===== src/rtl/tick_timer_pkg.sv =====
// Shared types for the interval timer: control fields, prescale codes and
// register addresses. Assumes a data path of at least 5 bits.
package tick_timer_pkg;

    typedef enum logic [1:0] {
        PS_DIV1   = 2'b00,
        PS_DIV16  = 2'b01,
        PS_DIV256 = 2'b10,
        PS_DIV256B = 2'b11
    } presc_e;

    typedef struct packed {
        logic       irq_en;    // bit 4
        presc_e     presc;     // bits 3:2
        logic       periodic;  // bit 1
        logic       enable;    // bit 0
    } ctrl_t;

    localparam int CTRL_W = $bits(ctrl_t);

    localparam logic [1:0] A_RELOAD = 2'd0;
    localparam logic [1:0] A_COUNT  = 2'd1;
    localparam logic [1:0] A_CTRL   = 2'd2;
    localparam logic [1:0] A_ACK    = 2'd3;

endpackage


===== src/rtl/tick_timer_prescale.sv =====
// Tick generator: emits one-cycle ticks every 1, 2**MID_LOG2 or 2**MAX_LOG2
// clocks while enabled. Held at zero while disabled, so the first tick after
// enabling arrives one full period later. Assumes MID_LOG2 < MAX_LOG2.
module tick_timer_prescale
    import tick_timer_pkg::*;
#(
    parameter int MID_LOG2 = 4,
    parameter int MAX_LOG2 = 8
) (
    input  logic   clk,
    input  logic   rst_n,
    input  logic   en,
    input  presc_e sel,
    output logic   tick
);
    localparam int PRE_W = MAX_LOG2;
    localparam logic [PRE_W-1:0] MID_LAST = PRE_W'((1 << MID_LOG2) - 1);
    localparam logic [PRE_W-1:0] MAX_LAST = PRE_W'((1 << MAX_LOG2) - 1);

    logic [PRE_W-1:0] pre_q;
    logic [PRE_W-1:0] last;

    // Pick the terminal count for the selected division.
    always_comb begin
        case (sel)
            PS_DIV1:  last = '0;
            PS_DIV16: last = MID_LAST;
            default:  last = MAX_LAST;
        endcase
    end

    assign tick = en && (pre_q >= last);

    // Advance the prescale counter; clear it on a tick or while disabled.
    always_ff @(posedge clk) begin
        if (!rst_n || !en || tick) pre_q <= '0;
        else                       pre_q <= pre_q + 1'b1;
    end

    // a disabled prescaler is held at its start point
    assert_prescale_restart_R4: assert property (@(posedge clk) disable iff (!rst_n)
        !en |=> (pre_q == '0));

endmodule


===== src/rtl/tick_timer_count.sv =====
// Down-counter core: a load write sets the value at once; otherwise each
// tick decrements, and at zero either reloads (periodic) or wraps to all
// ones. Reports an expiry when a tick moves the value from 1 to 0.
module tick_timer_count #(
    parameter int CNT_W = 16
) (
    input  logic             clk,
    input  logic             rst_n,
    input  logic             load_we,
    input  logic [CNT_W-1:0] load_val,
    input  logic [CNT_W-1:0] reload_val,
    input  logic             tick,
    input  logic             periodic,
    output logic [CNT_W-1:0] value,
    output logic             expire
);
    localparam logic [CNT_W-1:0] ONE = CNT_W'(1);

    logic [CNT_W-1:0] value_q;

    assign value  = value_q;
    assign expire = tick && !load_we && (value_q == ONE);

    // Update the count: load first, then tick-driven step, reload or wrap.
    always_ff @(posedge clk) begin
        if (!rst_n)
            value_q <= '0;
        else if (load_we)
            value_q <= load_val;
        else if (tick) begin
            if (value_q != '0)  value_q <= value_q - ONE;
            else if (periodic)  value_q <= reload_val;
            else                value_q <= '1;
        end
    end

    // a tick on a nonzero count steps it down by one
    assert_step_down_R3: assert property (@(posedge clk) disable iff (!rst_n)
        (tick && !load_we && value_q != '0) |=> (value_q == $past(value_q) - ONE));
    // with no tick and no load the count holds
    assert_hold_idle_R10: assert property (@(posedge clk) disable iff (!rst_n)
        (!tick && !load_we) |=> $stable(value_q));
    // free-running wrap lands on all ones
    assert_wrap_ones_R6: assert property (@(posedge clk) disable iff (!rst_n)
        (tick && !load_we && !periodic && value_q == '0) |=> (value_q == '1));
    // a load write lands in the count
    assert_load_now_R2: assert property (@(posedge clk) disable iff (!rst_n)
        load_we |=> (value_q == $past(load_val)));

endmodule


===== src/rtl/tick_timer.sv =====
// Interval timer top: register file (reload, control, acknowledge), sticky
// expiry flag and gated interrupt. Single clock; reads are combinational.
module tick_timer
    import tick_timer_pkg::*;
#(
    parameter int CNT_W    = 16,
    parameter int MID_LOG2 = 4,
    parameter int MAX_LOG2 = 8
) (
    input  logic             clk,
    input  logic             rst_n,
    input  logic             reg_we,
    input  logic [1:0]       reg_addr,
    input  logic [CNT_W-1:0] reg_wdata,
    output logic [CNT_W-1:0] reg_rdata,
    output logic             irq_o
);
    ctrl_t            ctrl_q;
    logic [CNT_W-1:0] reload_q;
    logic [CNT_W-1:0] value;
    logic             tick;
    logic             expire;
    logic             flag_q;
    logic             load_we;
    logic             ack_we;

    assign load_we = reg_we && (reg_addr == A_RELOAD);
    assign ack_we  = reg_we && (reg_addr == A_ACK);

    // Hold the reload value and control fields written by software.
    always_ff @(posedge clk) begin
        if (!rst_n) begin
            reload_q <= '0;
            ctrl_q   <= '{irq_en: 1'b1, presc: PS_DIV1, periodic: 1'b0, enable: 1'b0};
        end else if (reg_we) begin
            if (reg_addr == A_RELOAD) reload_q <= reg_wdata;
            if (reg_addr == A_CTRL)   ctrl_q   <= ctrl_t'(reg_wdata[CTRL_W-1:0]);
        end
    end

    tick_timer_prescale #(.MID_LOG2(MID_LOG2), .MAX_LOG2(MAX_LOG2)) u_prescale (
        .clk  (clk),
        .rst_n(rst_n),
        .en   (ctrl_q.enable),
        .sel  (ctrl_q.presc),
        .tick (tick)
    );

    tick_timer_count #(.CNT_W(CNT_W)) u_count (
        .clk       (clk),
        .rst_n     (rst_n),
        .load_we   (load_we),
        .load_val  (reg_wdata),
        .reload_val(reload_q),
        .tick      (tick),
        .periodic  (ctrl_q.periodic),
        .value     (value),
        .expire    (expire)
    );

    // Sticky expiry flag: a new expiry wins over an acknowledge.
    always_ff @(posedge clk) begin
        if (!rst_n)      flag_q <= 1'b0;
        else if (expire) flag_q <= 1'b1;
        else if (ack_we) flag_q <= 1'b0;
    end

    // Read multiplexer over the register map.
    always_comb begin
        case (reg_addr)
            A_RELOAD: reg_rdata = reload_q;
            A_COUNT:  reg_rdata = value;
            A_CTRL:   reg_rdata = CNT_W'(ctrl_q);
            default:  reg_rdata = '0;
        endcase
    end

    assign irq_o = flag_q && ctrl_q.irq_en;

    // the flag only rises after an expiry
    assert_flag_cause_R7: assert property (@(posedge clk) disable iff (!rst_n)
        $rose(flag_q) |-> $past(expire));
    // with no acknowledge the flag stays set
    assert_flag_sticky_R7: assert property (@(posedge clk) disable iff (!rst_n)
        (flag_q && !ack_we) |=> flag_q);
    // acknowledge without a coincident expiry clears
    assert_ack_clears_R8: assert property (@(posedge clk) disable iff (!rst_n)
        (ack_we && !expire) |=> !flag_q);
    // interrupt never fires while masked
    assert_irq_masked_R9: assert property (@(posedge clk) disable iff (!rst_n)
        irq_o |-> ctrl_q.irq_en);

endmodule


===== config.mk =====
export PLATFORM = sky130hd
export DESIGN_NAME = tick_timer
export DESIGN_NICKNAME = d
export VERILOG_FILES = /design/src/rtl/tick_timer_pkg.sv /design/src/rtl/tick_timer_prescale.sv /design/src/rtl/tick_timer_count.sv /design/src/rtl/tick_timer.sv
export SDC_FILE = /design/constraint.sdc
export NUM_CORES = 1
export LEC_CHECK = 0
export BUFFER_PORTS_ARGS = -buffer_cell sky130_fd_sc_hd__buf_2
export CORE_UTILIZATION = 53
export CTS_CLUSTER_SIZE = 12
export DETAILED_ROUTE_END_ITERATION = 7
export HOLD_SLACK_MARGIN = 0.1
export PLACE_DENSITY = 0.77
export SYNTH_ARGS = -nofsm -noshare
export SYNTH_HDL_FRONTEND = slang
export SYNTH_SLANG_ARGS = --single-unit

===== constraint.sdc =====
create_clock -name clk -period 2.1 [get_ports clk]
set_clock_uncertainty 0.15 [all_clocks]
set_input_delay 0.21 -clock clk [delete_from_list [all_inputs] [get_ports clk]]
set_output_delay 0.21 -clock clk [all_outputs]
set_load 0.05 [all_outputs]

==> metrics.txt <==
status finished with violations; failing checks setup timing; worst setup path startpoint ctrl_q[2]$_SDFFE_PN0P_; asr flop ratio synth 0%; top cell type's share of synthesized area a little under a third; CTS Buf Count 5; initial core utilization between 50 and 60%; fin. max-slew vios 0; Max Fanout on Critical Path 14; Post-DP HPWL about 5400 µm; Post-synth top cells nand2_1 (52), dfxtp_1 (46), nor2_1 (28), mux2i_1 (27), nand3_1 (18); Pre-antenna DRT Iters 4; Worst Tran Pin Value roughly 0.64 ns; clk root buf clkbuf_8; wire per inst 15.2 µm; Layout Utilization 69.5%; Syn-to-layout area delta 26.9%; Slew headroom 57.2%; post-route ant nets 0; Detailed Route Iter0 Violations 200; worst vdd ir just under 400 µV; nets between 400 and 500; HP Class input pin to flop; endpoints failing hold 0; Synthesis Warnings 0; Power Dens Cells around 600 mW/mm²; predominant post-synthesis flop cell dfxtp_1; Reg2Reg Depth 8; GPL Wtd Cong between 0.8 and 0.9; WS Path Type flop to flop; leakage around 1.6 nW; first-pass GRT wire length 12800 µm; Num Clock Sinks between 40 and 50; Via Count roughly 2900; reg2reg start ctrl_q[2]$_SDFFE_PN0P_; vias in the first global route 2824; endpoint type of the worst setup path flop; layout cell share with drive strength beyond 1 ~24%; I/O Buffers 37; Clock Path Buffers 2; core area around 0.0055 mm²; Rows 27; startpoint type of the worst setup path flop; Syn Nets 394; initial antenna violation count 0; final WL just under 8000 µm; average size of a mapped cell between 8 and 9 µm²; r2r endpoint u_count.value[10]$_SDFFE_PN0P_; Crit path largest cell delay around 0.36 ns; fmax between 0.4 and 0.5 GHz; ANT cells 0; I/O Pins 38; CTS tree done; Final period util 108%; post-synthesis cell count 361; flops & latches, synth 46; most common cell in the netlist nand2_1; CP Data Arrival Time approximately 2.3 ns; unrepaired setup endpoints after global routing true; Worst setup endpoint u_count.value[10]$_SDFFE_PN0P_; Total Neg Setup Slack -2.00 ns; largest net degree at the start of global routing 31; R2R Setup Slk -0.16 ns; Synth area leaders dfxtp_1 (31%), mux2i_1 (9.0%), nand2_1 (6.5%); synthesized cell area roughly 0.0030 mm²; total track usage between 20% and 30%; drt drc 0; Skew-Pair Late Insertion Delay roughly 0.30 ns; min Tclk post-route 2.26 ns; Fillers a little under 500; sequential area share after synthesis a little under a third; Req. time, crit path between 2 and 2.5 ns; Vias/cell 5.71; Netlist cell types 56; Post-synth EDFFs 0; Die Y between 70 and 80 µm; aggregate global routing overflow 0; H-tree depth 2; hold path startpoint reg_we; Slowest-stage cell, CP a2111oi_4; Reg clk slew, reported paths 0.09 ns; crit-path cells or2_4 > ha_4 > nand2b_4 > a2111oi_4 > o32ai_4 > buf_12 > and3_4 > a22o_1; post-synth top area cell dfxtp_1; total die area 0.00596 mm²; Die Span X approximately 77 µm; Final setup viols 17; max capacitance violation total 0; fin worst setup slack -0.165 ns
kinds of logic (layout without fill, tap and decap cells):
family / count (synthesis) / in the layout / share of synthesized area (%)
buf+inv: 34 / 111 / 5.84
flops: 46 / 46 / 30.7
fa+ha+maj: 12 / 12 / 5.01
compound gates: 90 / 90 / 22.5
simple gates: 143 / 143 / 24.3
xor+xnor: 9 / 9 / 2.63
mux: 27 / 27 / 9.02
timing repair:
action / in CTS / in global routing
gates cloned: 0 / 2
hold buffers: 16 / 0
resized for setup: 1 / 6
pin swaps: 0 / 4
setup endpoints to repair: 17 / 17
hold endpoints to repair: 29 / 0
setup buffers: 0 / 1
power by group:
group	switching [mW]	leakage [nW]	internal, mW	total, mW
registers	0.0465	0.375	0.910	0.956
logic	0.386	1.16	0.319	0.704
clock network	0.304	0.0482	0.266	0.570
total	0.736	1.58	1.49	2.23
registers in the layout, summed over array words and instances, names as in the netlist:
signal            cells
u_prescale.pre_q      8
ctrl_q                5
u_count.value        16
flag_q                1
reload_q             16
worst min path at each step:
stage | end | slack, ns | cells past startpoint
global route | flag_q$_SDFFE_PN0P_ | 0.16 | 4
global placement | u_count.value[8]$_SDFFE_PN0P_ | 0.31 | 3
CTS | flag_q$_SDFFE_PN0P_ | 0.15 | 4
finish | flag_q$_SDFFE_PN0P_ | 0.15 | 4
floorplan | ctrl_q[4]$_SDFFE_PN1P_ | 0.19 | 2
detailed placement | u_count.value[8]$_SDFFE_PN0P_ | 0.31 | 3
worst max-delay path: cells and delay by family (launching register included):
kind / cells / cell delay (ns)
flops: 1 / 0.33
compound gates: 3 / 0.70
buf+inv: 1 / 0.17
simple gates: 3 / 0.59
fa+ha+maj: 1 / 0.21
routing by layer:
layer | vias to the layer above | track usage, % | share of wire, %
met1 | 1364 | 36.2 | 45
li1 | 1450 | - | -
met3 | 4 | 3.81 | 6.2
met2 | 93 | 43.0 | 48
met5 | - | 0 | 0
met4 | 0 | 8.49 | 0.59
metrics by stage:
step	setup slack [ns]	cells	total power, mW	area (µm²)	hold slack, ns
after floorplan	-0.106	361	1.45	3060	0.185
after global placement	-0.119	483	1.61	3480	0.305
after detailed placement	-0.161	483	1.63	3480	0.311
after CTS	-0.154	507	2.21	3740	0.150
after global routing	-0.272	510	2.35	3800	0.157
final	-0.165	510	2.23	3800	0.146
placed cells by master (no fill, tap or decap), types with 3 or more instances in the layout:
cell	count
xor2_1	5
a21o_1	3
clkbuf_8	6
nand2_1	52
buf_4	36
nand2b_1	5
nor2_1	28
o311ai_1	4
buf_2	37
dfxtp_1	45
or3_1	5
o21ai_0	16
o31ai_1	7
o31a_1	5
dlygate4sd3_1	16
nand3_1	18
mux2i_1	26
nand4_1	3
a21oi_1	7
nor3_1	4
ha_4	3
ha_1	9
xnor2_1	4
inv_1	9
a21boi_0	17
o21a_1	4
nor2b_1	6
a31oi_1	6
area by class of cell:
| type | instances | area (µm²) | area share, % |
|---|---|---|---|
| Clock buffer | 7 | 86.3 | 2.27 |
| Clock inverter | 1 | 5.00 | 0.132 |
| Inverter | 10 | 40.0 | 1.05 |
| Multi-Input combinational cell | 281 | 1980 | 52.0 |
| Sequential cell | 46 | 922 | 24.2 |
| Tap cell | 72 | 90.1 | 2.37 |
| Timing Repair Buffer | 93 | 683 | 18.0 |
Power figures use the tool's default switching activity.
